===== config.mk =====
export PLATFORM = sky130hd
export DESIGN_NAME = clk_div_router
export DESIGN_NICKNAME = d
export VERILOG_FILES = /design/src/rtl/clk_router_pkg.sv /design/src/rtl/clk_div_pow2.sv /design/src/rtl/clk_route.sv /design/src/rtl/clk_div_router.sv
export SDC_FILE = /design/constraint.sdc
export NUM_CORES = 1
export LEC_CHECK = 0
export BUFFER_PORTS_ARGS = -buffer_cell sky130_fd_sc_hd__clkbuf_2
export CAP_MARGIN = 15
export CORE_ASPECT_RATIO = 1.2
export CORE_UTILIZATION = 45
export DETAILED_ROUTE_END_ITERATION = 10
export PLACE_DENSITY = 0.6
export SYNTH_ARGS = -nofsm -noshare
export SYNTH_HDL_FRONTEND = slang
export SYNTH_HIERARCHICAL = 1
export SYNTH_SLANG_ARGS = --single-unit

===== constraint.sdc =====
create_clock -name clk_i -period 3 [get_ports clk_i]
set_input_delay 0.6 -clock clk_i [delete_from_list [all_inputs] [get_ports clk_i]]
set_output_delay 0.6 -clock clk_i [all_outputs]
set_load 0.01 [all_outputs]

===== src/rtl/clk_router_pkg.sv =====
package clk_router_pkg;
  localparam int SHIFT_W    = 3;
  localparam int REF_CODE_W = 3;
  localparam int OUT_CODE_W = 2;

  typedef enum logic [1:0] {
    RT_NORMAL    = 2'd0,
    RT_SKIP_VCXO = 2'd1,
    RT_SKIP_BOTH = 2'd2
  } route_e;

  typedef struct packed {
    logic               en;
    logic [SHIFT_W-1:0] shift;
    route_e             route;
  } div_cfg_t;

  function automatic div_cfg_t ref_decode(input logic [REF_CODE_W-1:0] code);
    div_cfg_t c;
    c = '{en: 1'b1, shift: code, route: RT_NORMAL};
    if (code == 3'd6) c = '{en: 1'b0, shift: '0, route: RT_SKIP_VCXO};
    if (code == 3'd7) c = '{en: 1'b0, shift: '0, route: RT_SKIP_BOTH};
    return c;
  endfunction

  function automatic div_cfg_t out_decode(input logic [OUT_CODE_W-1:0] code);
    div_cfg_t c;
    unique case (code)
      2'b01:   c = '{en: 1'b1, shift: 3'd5, route: RT_NORMAL};
      2'b10:   c = '{en: 1'b1, shift: 3'd3, route: RT_NORMAL};
      2'b11:   c = '{en: 1'b1, shift: 3'd2, route: RT_NORMAL};
      default: c = '{en: 1'b0, shift: 3'd0, route: RT_NORMAL};
    endcase
    return c;
  endfunction
endpackage


===== src/rtl/clk_div_pow2.sv =====
module clk_div_pow2
  import clk_router_pkg::*;
#(
  parameter int CNT_W = 5
) (
  input  logic     clk_i,
  input  logic     rst_ni,
  input  logic     src_i,
  input  div_cfg_t cfg_i,
  output div_cfg_t cfg_o,
  output logic     load_o,
  output logic     div_o
);
  logic             src_q, armed_q, rise, wrap, tap;
  logic [CNT_W-1:0] cnt_q;
  div_cfg_t         cfg_q;

  assign rise   = src_i & ~src_q;
  assign wrap   = rise & (&cnt_q);
  // first edge after reset adopts the code directly
  assign load_o = ~armed_q | wrap;

  always_ff @(posedge clk_i or negedge rst_ni) begin
    if (!rst_ni) begin
      src_q   <= 1'b0;
      armed_q <= 1'b0;
      cnt_q   <= '0;
      cfg_q   <= '{en: 1'b0, shift: '0, route: RT_NORMAL};
    end else begin
      src_q <= src_i;
      if (rise) cnt_q <= cnt_q + 1'b1;
      if (load_o) begin
        cfg_q   <= cfg_i;
        armed_q <= 1'b1;
      end
    end
  end

  always_comb begin
    tap = src_q;
    for (int i = 0; i < CNT_W; i++)
      if (cfg_q.shift == SHIFT_W'(i + 1)) tap = cnt_q[i];
  end

  assign div_o = cfg_q.en & tap;
  assign cfg_o = cfg_q;
endmodule


===== src/rtl/clk_route.sv =====
module clk_route
  import clk_router_pkg::*;
(
  input  logic   clk_i,
  input  logic   rst_ni,
  input  route_e route_i,
  input  logic   ref_src_i,
  input  logic   vcxo_i,
  input  logic   mult_i,
  output logic   mult_in_o,
  output logic   out_src_o
);
  always_ff @(posedge clk_i or negedge rst_ni) begin
    if (!rst_ni) mult_in_o <= 1'b0;
    else         mult_in_o <= (route_i == RT_SKIP_VCXO) ? ref_src_i : vcxo_i;
  end

  assign out_src_o = (route_i == RT_SKIP_BOTH) ? ref_src_i : mult_i;
endmodule


===== src/rtl/clk_div_router.sv =====
module clk_div_router
  import clk_router_pkg::*;
#(
  parameter int DIV_W = 5
) (
  input  logic                  clk_i,
  input  logic                  rst_ni,
  input  logic                  ref0_i,
  input  logic                  ref1_i,
  input  logic                  ref_sel_i,
  input  logic [REF_CODE_W-1:0] ref_code_i,
  input  logic                  vcxo_clk_i,
  input  logic                  mult_clk_i,
  input  logic [OUT_CODE_W-1:0] qa_code_i,
  input  logic [OUT_CODE_W-1:0] qb_code_i,
  output logic                  pd_ref_o,
  output logic                  mult_in_o,
  output logic                  qa_o,
  output logic                  qa_oe_o,
  output logic                  qb_o,
  output logic                  qb_oe_o
);
  localparam int N_OUT = 2;

  logic     ref_src, out_src, ref_load;
  div_cfg_t ref_cfg;
  logic [N_OUT-1:0][OUT_CODE_W-1:0] out_code;
  div_cfg_t [N_OUT-1:0] out_cfg;
  logic [N_OUT-1:0]     out_data, out_load;

  assign ref_src  = ref_sel_i ? ref1_i : ref0_i;
  assign out_code = {qb_code_i, qa_code_i};

  clk_div_pow2 #(.CNT_W(DIV_W)) u_ref_div (
    .clk_i  (clk_i),
    .rst_ni (rst_ni),
    .src_i  (ref_src),
    .cfg_i  (ref_decode(ref_code_i)),
    .cfg_o  (ref_cfg),
    .load_o (ref_load),
    .div_o  (pd_ref_o)
  );

  clk_route u_route (
    .clk_i     (clk_i),
    .rst_ni    (rst_ni),
    .route_i   (ref_cfg.route),
    .ref_src_i (ref_src),
    .vcxo_i    (vcxo_clk_i),
    .mult_i    (mult_clk_i),
    .mult_in_o (mult_in_o),
    .out_src_o (out_src)
  );

  for (genvar g = 0; g < N_OUT; g++) begin : g_out
    clk_div_pow2 #(.CNT_W(DIV_W)) u_out_div (
      .clk_i  (clk_i),
      .rst_ni (rst_ni),
      .src_i  (out_src),
      .cfg_i  (out_decode(out_code[g])),
      .cfg_o  (out_cfg[g]),
      .load_o (out_load[g]),
      .div_o  (out_data[g])
    );
  end

  assign qa_o    = out_data[0];
  assign qa_oe_o = out_cfg[0].en;
  assign qb_o    = out_data[1];
  assign qb_oe_o = out_cfg[1].en;
endmodule


== After elaboration in Yosys (flattened, before gate mapping) ==
Index checks and enable logic that the tools add are counted.

* Logic and storage cells: 85
* Bits of input ports: 14
* Register bits: 35
* Output and inout port bits: 6

* Mux-type cells: 22
* Add/subtract/negate cells: 3
* Reductions and logical operators: 3
* Bitwise operators: 16
* Equal/unequal tests: 25

{| class="wikitable"
|+ Operators by type and width
! operator !! number
|-
| $pmux W6 S3 || 2
|-
| $eq A3 B3 Y1 const B || 8
|-
| $eq A3 B2 Y1 const B || 6
|-
| $mux W1 || 18
|-
| $add A5 B1 Y5 const B || 3
|-
| $reduce_and A5 Y1 || 3
|-
| $mux W6 || 2
|-
| $eq A2 B2 Y1 const B || 5
|-
| $eq A3 B1 Y1 const B || 3
|-
| $and A1 B1 Y1 || 8
|-
| $eq A2 B1 Y1 const B || 3
|-
| $not A1 Y1 || 5
|-
| $or A1 B1 Y1 || 3
|}

== Logic depth before layout (Yosys ltp) ==
Gate-level depths: netlist of run 1.

* Depth after elaboration: 7
* Depth in mapped cells: 7
* Gate-level depth less buffers: 5

== Cells and area by module ==
Netlist of run 1, hierarchy kept.

{| class="wikitable"
|+ Modules (own cells, without submodules)
! module !! instances !! area each (um2) !! cells each
|-
| clk_div_pow2 || 3 || 620.6 || 44
|-
| clk_div_router || 1 || 192.7 || 24
|-
| clk_route || 1 || 63.8 || 5
|}

== Worst setup path before layout of run 1 ==
OpenSTA, ideal clock, no wires.

* Path type: in2reg
* From: input port ref_sel_i
* To: register g_out[0].u_out_div.cfg_q (netlist bit g_out[0].u_out_div/cfg_o[2])
* Path slack: 0.846 ns
* Arrival time: 2.028 ns
* Stages: 7
* Buffers on the path: 2
* Cells stage by stage: mux2_4 -> mux2_2 -> nor2b_1 -> buf_6 -> a21bo_1 -> buf_6 -> mux2_4

* Cells in the longest elaborated chain, start to end: 5

{| class="wikitable"
|+ Ends and longest elaborated chain
! element !! line !! RTL
|-
| from (decl) || clk_div_router.sv:10 || <nowiki>input logic ref_sel_i,</nowiki>
|-
| $mux W1 || clk_div_router.sv:31 || <nowiki>assign ref_src = ref_sel_i ? ref1_i : ref0_i;</nowiki>
|-
| $mux W1 || clk_route.sv:18 || <nowiki>assign out_src_o = (route_i == RT_SKIP_BOTH) ? ref_src_i : mult_i;</nowiki>
|-
| net out_src || clk_div_router.sv:25 || <nowiki>logic ref_src, out_src, ref_load;</nowiki>
|-
| $and A1 B1 Y1 || clk_div_pow2.sv:18 || <nowiki>assign rise = src_i & ~src_q;</nowiki>
|-
| $and A1 B1 Y1 || clk_div_pow2.sv:19 || <nowiki>assign wrap = rise & (&cnt_q);</nowiki>
|-
| $or A1 B1 Y1 || clk_div_pow2.sv:21 || <nowiki>assign load_o = ~armed_q | wrap;</nowiki>
|-
| net out_load[0] || clk_div_router.sv:29 || <nowiki>logic [N_OUT-1:0] out_data, out_load;</nowiki>
|-
| to (signal assigned) || clk_div_pow2.sv:28 || <nowiki>cfg_q <= '{en: 1'b0, shift: '0, route: RT_NORMAL};</nowiki>
|-
| to (signal assigned) || clk_div_pow2.sv:33 || <nowiki>cfg_q <= cfg_i;</nowiki>
|-
| to (decl) || clk_div_pow2.sv:16 || <nowiki>div_cfg_t cfg_q;</nowiki>
|}

The timed path passes the listed nets, and every way through them passes these cells.
A chain may end at the register's enable or synchronous reset.

== Worst setup path after layout of run 1 ==
* From: register u_ref_div.cfg_q (netlist bit u_ref_div/cfg_o[2])
* To: output port pd_ref_o

* Cells in the longest elaborated chain, start to end: 7

{| class="wikitable"
|+ Ends and longest elaborated chain
! element !! line !! RTL
|-
| from (decl) || clk_div_pow2.sv:16 ||
|-
| from (signal assigned) || clk_div_pow2.sv:28 ||
|-
| from (signal assigned) || clk_div_pow2.sv:33 ||
|-
| $eq A3 B1 Y1 || clk_div_pow2.sv:42 || <nowiki>if (cfg_q.shift == SHIFT_W'(i + 1)) tap = cnt_q[i];</nowiki>
|-
| $mux W1 (4 in a row) || clk_div_pow2.sv:42 ||
|-
| $mux W1 * || clk_div_pow2.sv:42 ||
|-
| $and A1 B1 Y1 * || clk_div_pow2.sv:45 || <nowiki>assign div_o = cfg_q.en & tap;</nowiki>
|-
| to (decl) || clk_div_router.sv:16 || <nowiki>output logic pd_ref_o,</nowiki>
|}

Every way passes the cells marked *; elsewhere a longest branch is shown, timed or not.

==> flow_summary.toml, run 1 <==
[run_status]
outcome = "complete, no violations"

[place]
dp_slack_ns = 0.715
place_hpwl_um = 2290
placed_area_um2 = 2050
gp_congestion = 0.741
dp.cells = 219
portBuffers = 19

[clocking]
clk-insertion-delay-late_ns = 0.28
post_cts_resized = 0
clk_pin_slew_ns = 0.07
numCtsBuffers = 5
cts_tree = "yes"
cts_buffer_depth = 2
cts_hold_buffers = 0
h-tree-depth = 2
cts_setup_buffers = 0
cts-root-buf = "clkbuf_8"
cts.sinks = 36

[die]
design.die.area_um2 = 4610
io_pins = 20
die_x_um = 62.2
die_h_um = 74.2
start_util_pct = 48.4
core_um2 = 4040
row_count = 25

[logic_synthesis]
syn_area_um2 = 1950
syn-mean-instance-area_um2 = 12.9
yosys_warnings = 6
synth_cells = 152
syn_nets = 180

[power]
cellLeakagePower_nw = 1.07
vdd_ir_drop_max_mv = 0.510
p_per_area_nw_per_um2 = 701

[flow_run]
maxCapViolCount = 0

[drt]
via_count = 1144
wl_per_cell_um = 13.4
drt_pass1_iterations = 3
ant_nets = 0
finalWirelength_um = 3040
drt-initial-drc-count = 38
vias_per_cell = 5.04
drc = 0

[critical_path]
r2r-end = "g_out[0].u_out_div/cfg_o[3]"
required_ns = 2.40
endpoint_kind = "output pin"
crit_slowest_cell = "dfrtp_1"
reg2reg_from = "u_ref_div/cfg_o[1]"
critical_path.max_fanout = 5
r2r_cells = 5
max_stage_delay_ns = 0.43
r2r_slack_ns = 1.06
critPathLaunchType = "flip-flop"
crit_arrival_ns = 1.59
path_class = "reg2out"
worstPathCellList = "mux2i_1 -> nor3b_1 -> o41a_1 -> clkbuf_2"

[timing]
fin_crit_ns = 2.19
setup_viol = 0
period_share_pct = 73.1
relSlewSlack_pct = 41.7
setup_tns_ns = 0
max_freq_mhz = 456
hold_viol = 0
drv_slew = 0
skew_ns = 0.00627
worst_pin_slew_ns = 0.874
rsz0062_at_grt = "false"
setup_ws_ns = 0.806

[grt]
grt_max_degree = 37
grt_pass1_wl_um = 5330
track_usage_pct = 15.2
grt_overflow = 0
grt_antenna_before_repair = 0
grt_pass1_vias = 1202

[layout]
drive_gt1_share_pct = 30.1
instances_no_fill = 227
final_nets = 200
layout_commonest_cell = "dfrtp_1"
nFillCells = 352
final_cell_area_um2 = 2160
final_cell_mix = "36 x dfrtp_1, 19 x clkbuf_2, 16 x mux2_4"
n_antenna_cell = 0
syn_to_final_growth_pct = 10.6

[worst_hold_path]
hp-class = "in2async"
[where the power goes]
part,internal (mW),switching [mW]
logic,0.210,0.144
registers,0.611,0.135
clock network,0.246,0.169
[layer usage]
metal | up-vias | GRT usage (%) | wire, um
met5 | - | 0 | 0
met3 | 5 | 3.07 | 66
met1 | 574 | 15.7 | 1240
li1 | 557 | - | -
met2 | 8 | 29.3 | 1680
met4 | 0 | 7.75 | 53
[how the worst max path moves through the flow]
stage                                              to                        start  slack (ns)  depth (start not counted)
final                                        pd_ref_o           u_ref_div/cfg_o[2]        0.81                          4
after global placement    g_out[0].u_out_div/cfg_o[3]                    ref_sel_i        0.78                          6
after detailed placement  g_out[0].u_out_div/cfg_o[3]                    ref_sel_i        0.71                          6
after CTS                                        qa_o  g_out[0].u_out_div/cfg_o[3]        0.79                          4
after global routing                             qa_o  g_out[0].u_out_div/cfg_o[3]        0.72                          4
after floorplan           g_out[0].u_out_div/cfg_o[2]                    ref_sel_i        0.86                          7
[state kept, by name, summed over array words and instances, names as in the netlist]
signal	count
g_out.u_out_div/cfg_o	8
u_ref_div/cfg_o	6
u_ref_div/src_q	1
g_out.u_out_div/armed_q	2
u_ref_div/cnt_q	5
g_out.u_out_div/cnt_q	10
g_out.u_out_div/src_q	2
u_route/mult_in_o	1
u_ref_div/armed_q	1
[area by class of cell]
class / instances / area (um2) / share of cell area, %
Multi-Input combinational cell: 104 / 963 / 44.6
Clock buffer: 5 / 68.8 / 3.18
Inverter: 6 / 22.5 / 1.04
Sequential cell: 36 / 901 / 41.7
Timing Repair Buffer: 19 / 95.1 / 4.40
Tap cell: 54 / 67.6 / 3.13
Clock inverter: 3 / 42.5 / 1.97
[through the flow]
step                utilization, %  power, mW  hold WS (ns)
finish                        53.6       1.51         0.422
global route                  53.6       1.62         0.500
floorplan                        -       1.01         0.304
CTS                           53.6       1.54         0.456
global placement              50.8       1.09         0.486
detailed placement            50.8       1.12         0.495
[critical path: cells and delay by family (launching register included)]
family	cells	cell delay, ns
DFF	1	0.43
AOI/OAI and AO/OA	1	0.42
muxes	1	0.26
buffers and inverters	1	0.13
and+or+nand+nor	1	0.07
No activity file was read; power rests on OpenSTA's default activity.
==> inputs of run 2 (changes only) <==
==> constraint.sdc (replaced) <==
create_clock -name clk_i -period 2.07 [get_ports clk_i]
set_input_delay 0.414 -clock clk_i [delete_from_list [all_inputs] [get_ports clk_i]]
set_output_delay 0.414 -clock clk_i [all_outputs]
set_load 0.01 [all_outputs]
==> run 2 against run 1 <==
- sequential share of layout area fell by 0.22 points
- via count rose by 0.79%
- die area did not move
- largest cell class unchanged
- first-iteration DRC count fell by 24%
- flip-flop and latch count did not move
- cell area rose by 1.1%
- worst setup slack got worse by 0.69 ns
- cell count rose by 2.2%
- clock-buffer cell count rose by 1
- worst hold slack got worse by 0.30 ns
- register-to-register slack got worse by 0.77 ns
==> flow_summary.toml, run 2 (same netlist as run 1, synthesis figures left out) <==
[layout]
nFillCells = 362
drive_gt1_share_pct = 34.3
final_cell_mix = "32 x dfrtp_1, 19 x clkbuf_2, 16 x mux2_4"
n_antenna_cell = 0
syn_to_final_growth_pct = 11.8
final_nets = 205
multi_input_area_um2 = 963
instances_no_fill = 232
largest_reg_flops = 10
layout_commonest_cell = "dfrtp_1"
largest_register = "g_out.u_out_div/cnt_q"
register_area_um2 = 906

[critical_path]
r2r_slack_ns = 0.29
path_class = "reg2out"
endpoint_kind = "output pin"
required_ns = 1.66
max_stage_delay_ns = 0.44
worstPathCellList = "or3_1 -> a21boi_1 -> o41a_1 -> clkbuf_2"
reg2reg_from = "u_ref_div/cfg_o[0]"
critPathLaunchType = "flip-flop"
critical_path.max_fanout = 6
r2r_cells = 5
crit_arrival_ns = 1.54
r2r-end = "g_out[0].u_out_div/cfg_o[2]"
crit_slowest_cell = "dfrtp_1"

[grt]
grt_overflow = 0
grt_antenna_before_repair = 0
track_usage_pct = 15.4
grt_pass1_wl_um = 5420
grt_pass1_vias = 1242
grt_max_degree = 25

[drt]
drt-initial-drc-count = 29
via_count = 1153
vias_per_cell = 4.97
ant_nets = 0
drc = 0
finalWirelength_um = 3050
drt_pass1_iterations = 4
wl_per_cell_um = 13.1

[power]
vdd_ir_drop_max_mv = 0.539
p_sw_share_pct = 30.3
cellLeakagePower_nw = 1.09
p_int_mw = 1.47
pwr-share-clk_pct = 23.5
p_total_mw = 2.11
p_per_area_nw_per_um2 = 965
p_comb_share_pct = 24.9
pwr-share-seq_pct = 51.5
p_sw_mw = 0.639

[clocking]
h-tree-depth = 2
cts_buffer_depth = 2
clk-insertion-delay-late_ns = 0.28
cts_tree = "yes"
clk_pin_slew_ns = 0.07
cts_setup_buffers = 0
cts-root-buf = "clkbuf_8"
cts.sinks = 36
numCtsBuffers = 5

[timing]
skew_ns = 0.00337
setup_viol = 0
drv_slew = 0
hold_viol = 0
max_freq_mhz = 511
period_share_pct = 94.5
worst_pin_slew_ns = 0.579
relSlewSlack_pct = 61.4
fin_crit_ns = 1.96
setup_tns_ns = 0
hold_slack_ns = 0.119
rsz0062_at_grt = "false"

[place]
place_hpwl_um = 2350
gp_congestion = 0.794
dp.cells = 224
portBuffers = 19

[die]
core_um2 = 4040
die_x_um = 62.2
design.die.area_um2 = 4610
start_util_pct = 48.4
die_h_um = 74.2
row_count = 25
io_pins = 20

[worst_hold_path]
hp-class = "in2async"

[flow_run]
maxCapViolCount = 0

[run_status]
outcome = "complete, no violations"
## run 2: cell count changes in the layout (fill, tap and decap cells not counted), sizes merged
cell	before	now
buf	0	5
bufinv	1	0
clkbuf	24	25
clkinvlp	1	0
clkinv	1	2
## run 2: per-layer routing
layer	vias up	track usage [%]	wire [um]
li1	571	-	-
met1	570	15.4	1240
met2	8	30.3	1710
met3	4	4.45	60
met4	0	6.20	34
met5	-	0	0
## run 2: worst max-delay path: cells and delay by family, from the launching register on
kind,cells,cell delay [ns]
AOI/OAI and AO/OA,2,0.31
buffers and inverters,1,0.13
DFF,1,0.44
and+or+nand+nor,1,0.39
## run 2: stage by stage
step	worst slack (ns)	area (um2)	util [%]
finish	0.113	2180	54.1
global route	0.00163	2180	54.1
CTS	0.0695	2180	54.0
detailed placement	0.0763	2090	51.7
global placement	0.107	2090	51.7
floorplan	0.113	1950	-
## run 2: how the worst max path moves through the flow
stage	cells past startpoint	start	slack, ns	endpoint
floorplan	7	ref_sel_i	0.11	g_out[0].u_out_div/cfg_o[2]
global placement	6	ref_sel_i	0.11	g_out[0].u_out_div/cfg_o[3]
detailed placement	6	ref_sel_i	0.08	g_out[0].u_out_div/cfg_o[2]
CTS	4	u_ref_div/cfg_o[3]	0.07	pd_ref_o
global route	4	u_ref_div/cfg_o[3]	0.002	pd_ref_o
finish	4	u_ref_div/cfg_o[3]	0.11	pd_ref_o
## run 2: layout make-up
| type | count | area share [%] |
|---|---|---|
| Multi-Input combinational cell | 104 | 44.1 |
| Sequential cell | 36 | 41.5 |
| Timing Repair Buffer | 24 | 6.07 |
| Clock buffer | 6 | 3.78 |
| Tap cell | 54 | 3.09 |
| Inverter | 6 | 1.03 |
| Clock inverter | 2 | 0.458 |
## run 2: repair_timing
action / CTS / global route
setup endpoints to repair: 0 / 3
gates resized for setup: 0 / 6
hold buffers: 0 / 0
## run 2: power by group through the flow
stage,Combinational (mW),Clock (mW),Sequential [mW]
after global routing,0.602,0.554,1.12
after detailed placement,0.533,0,1.10
after global placement,0.504,0,1.09
after floorplan,0.419,0,1.04
after CTS,0.536,0.518,1.09
final,0.526,0.496,1.09
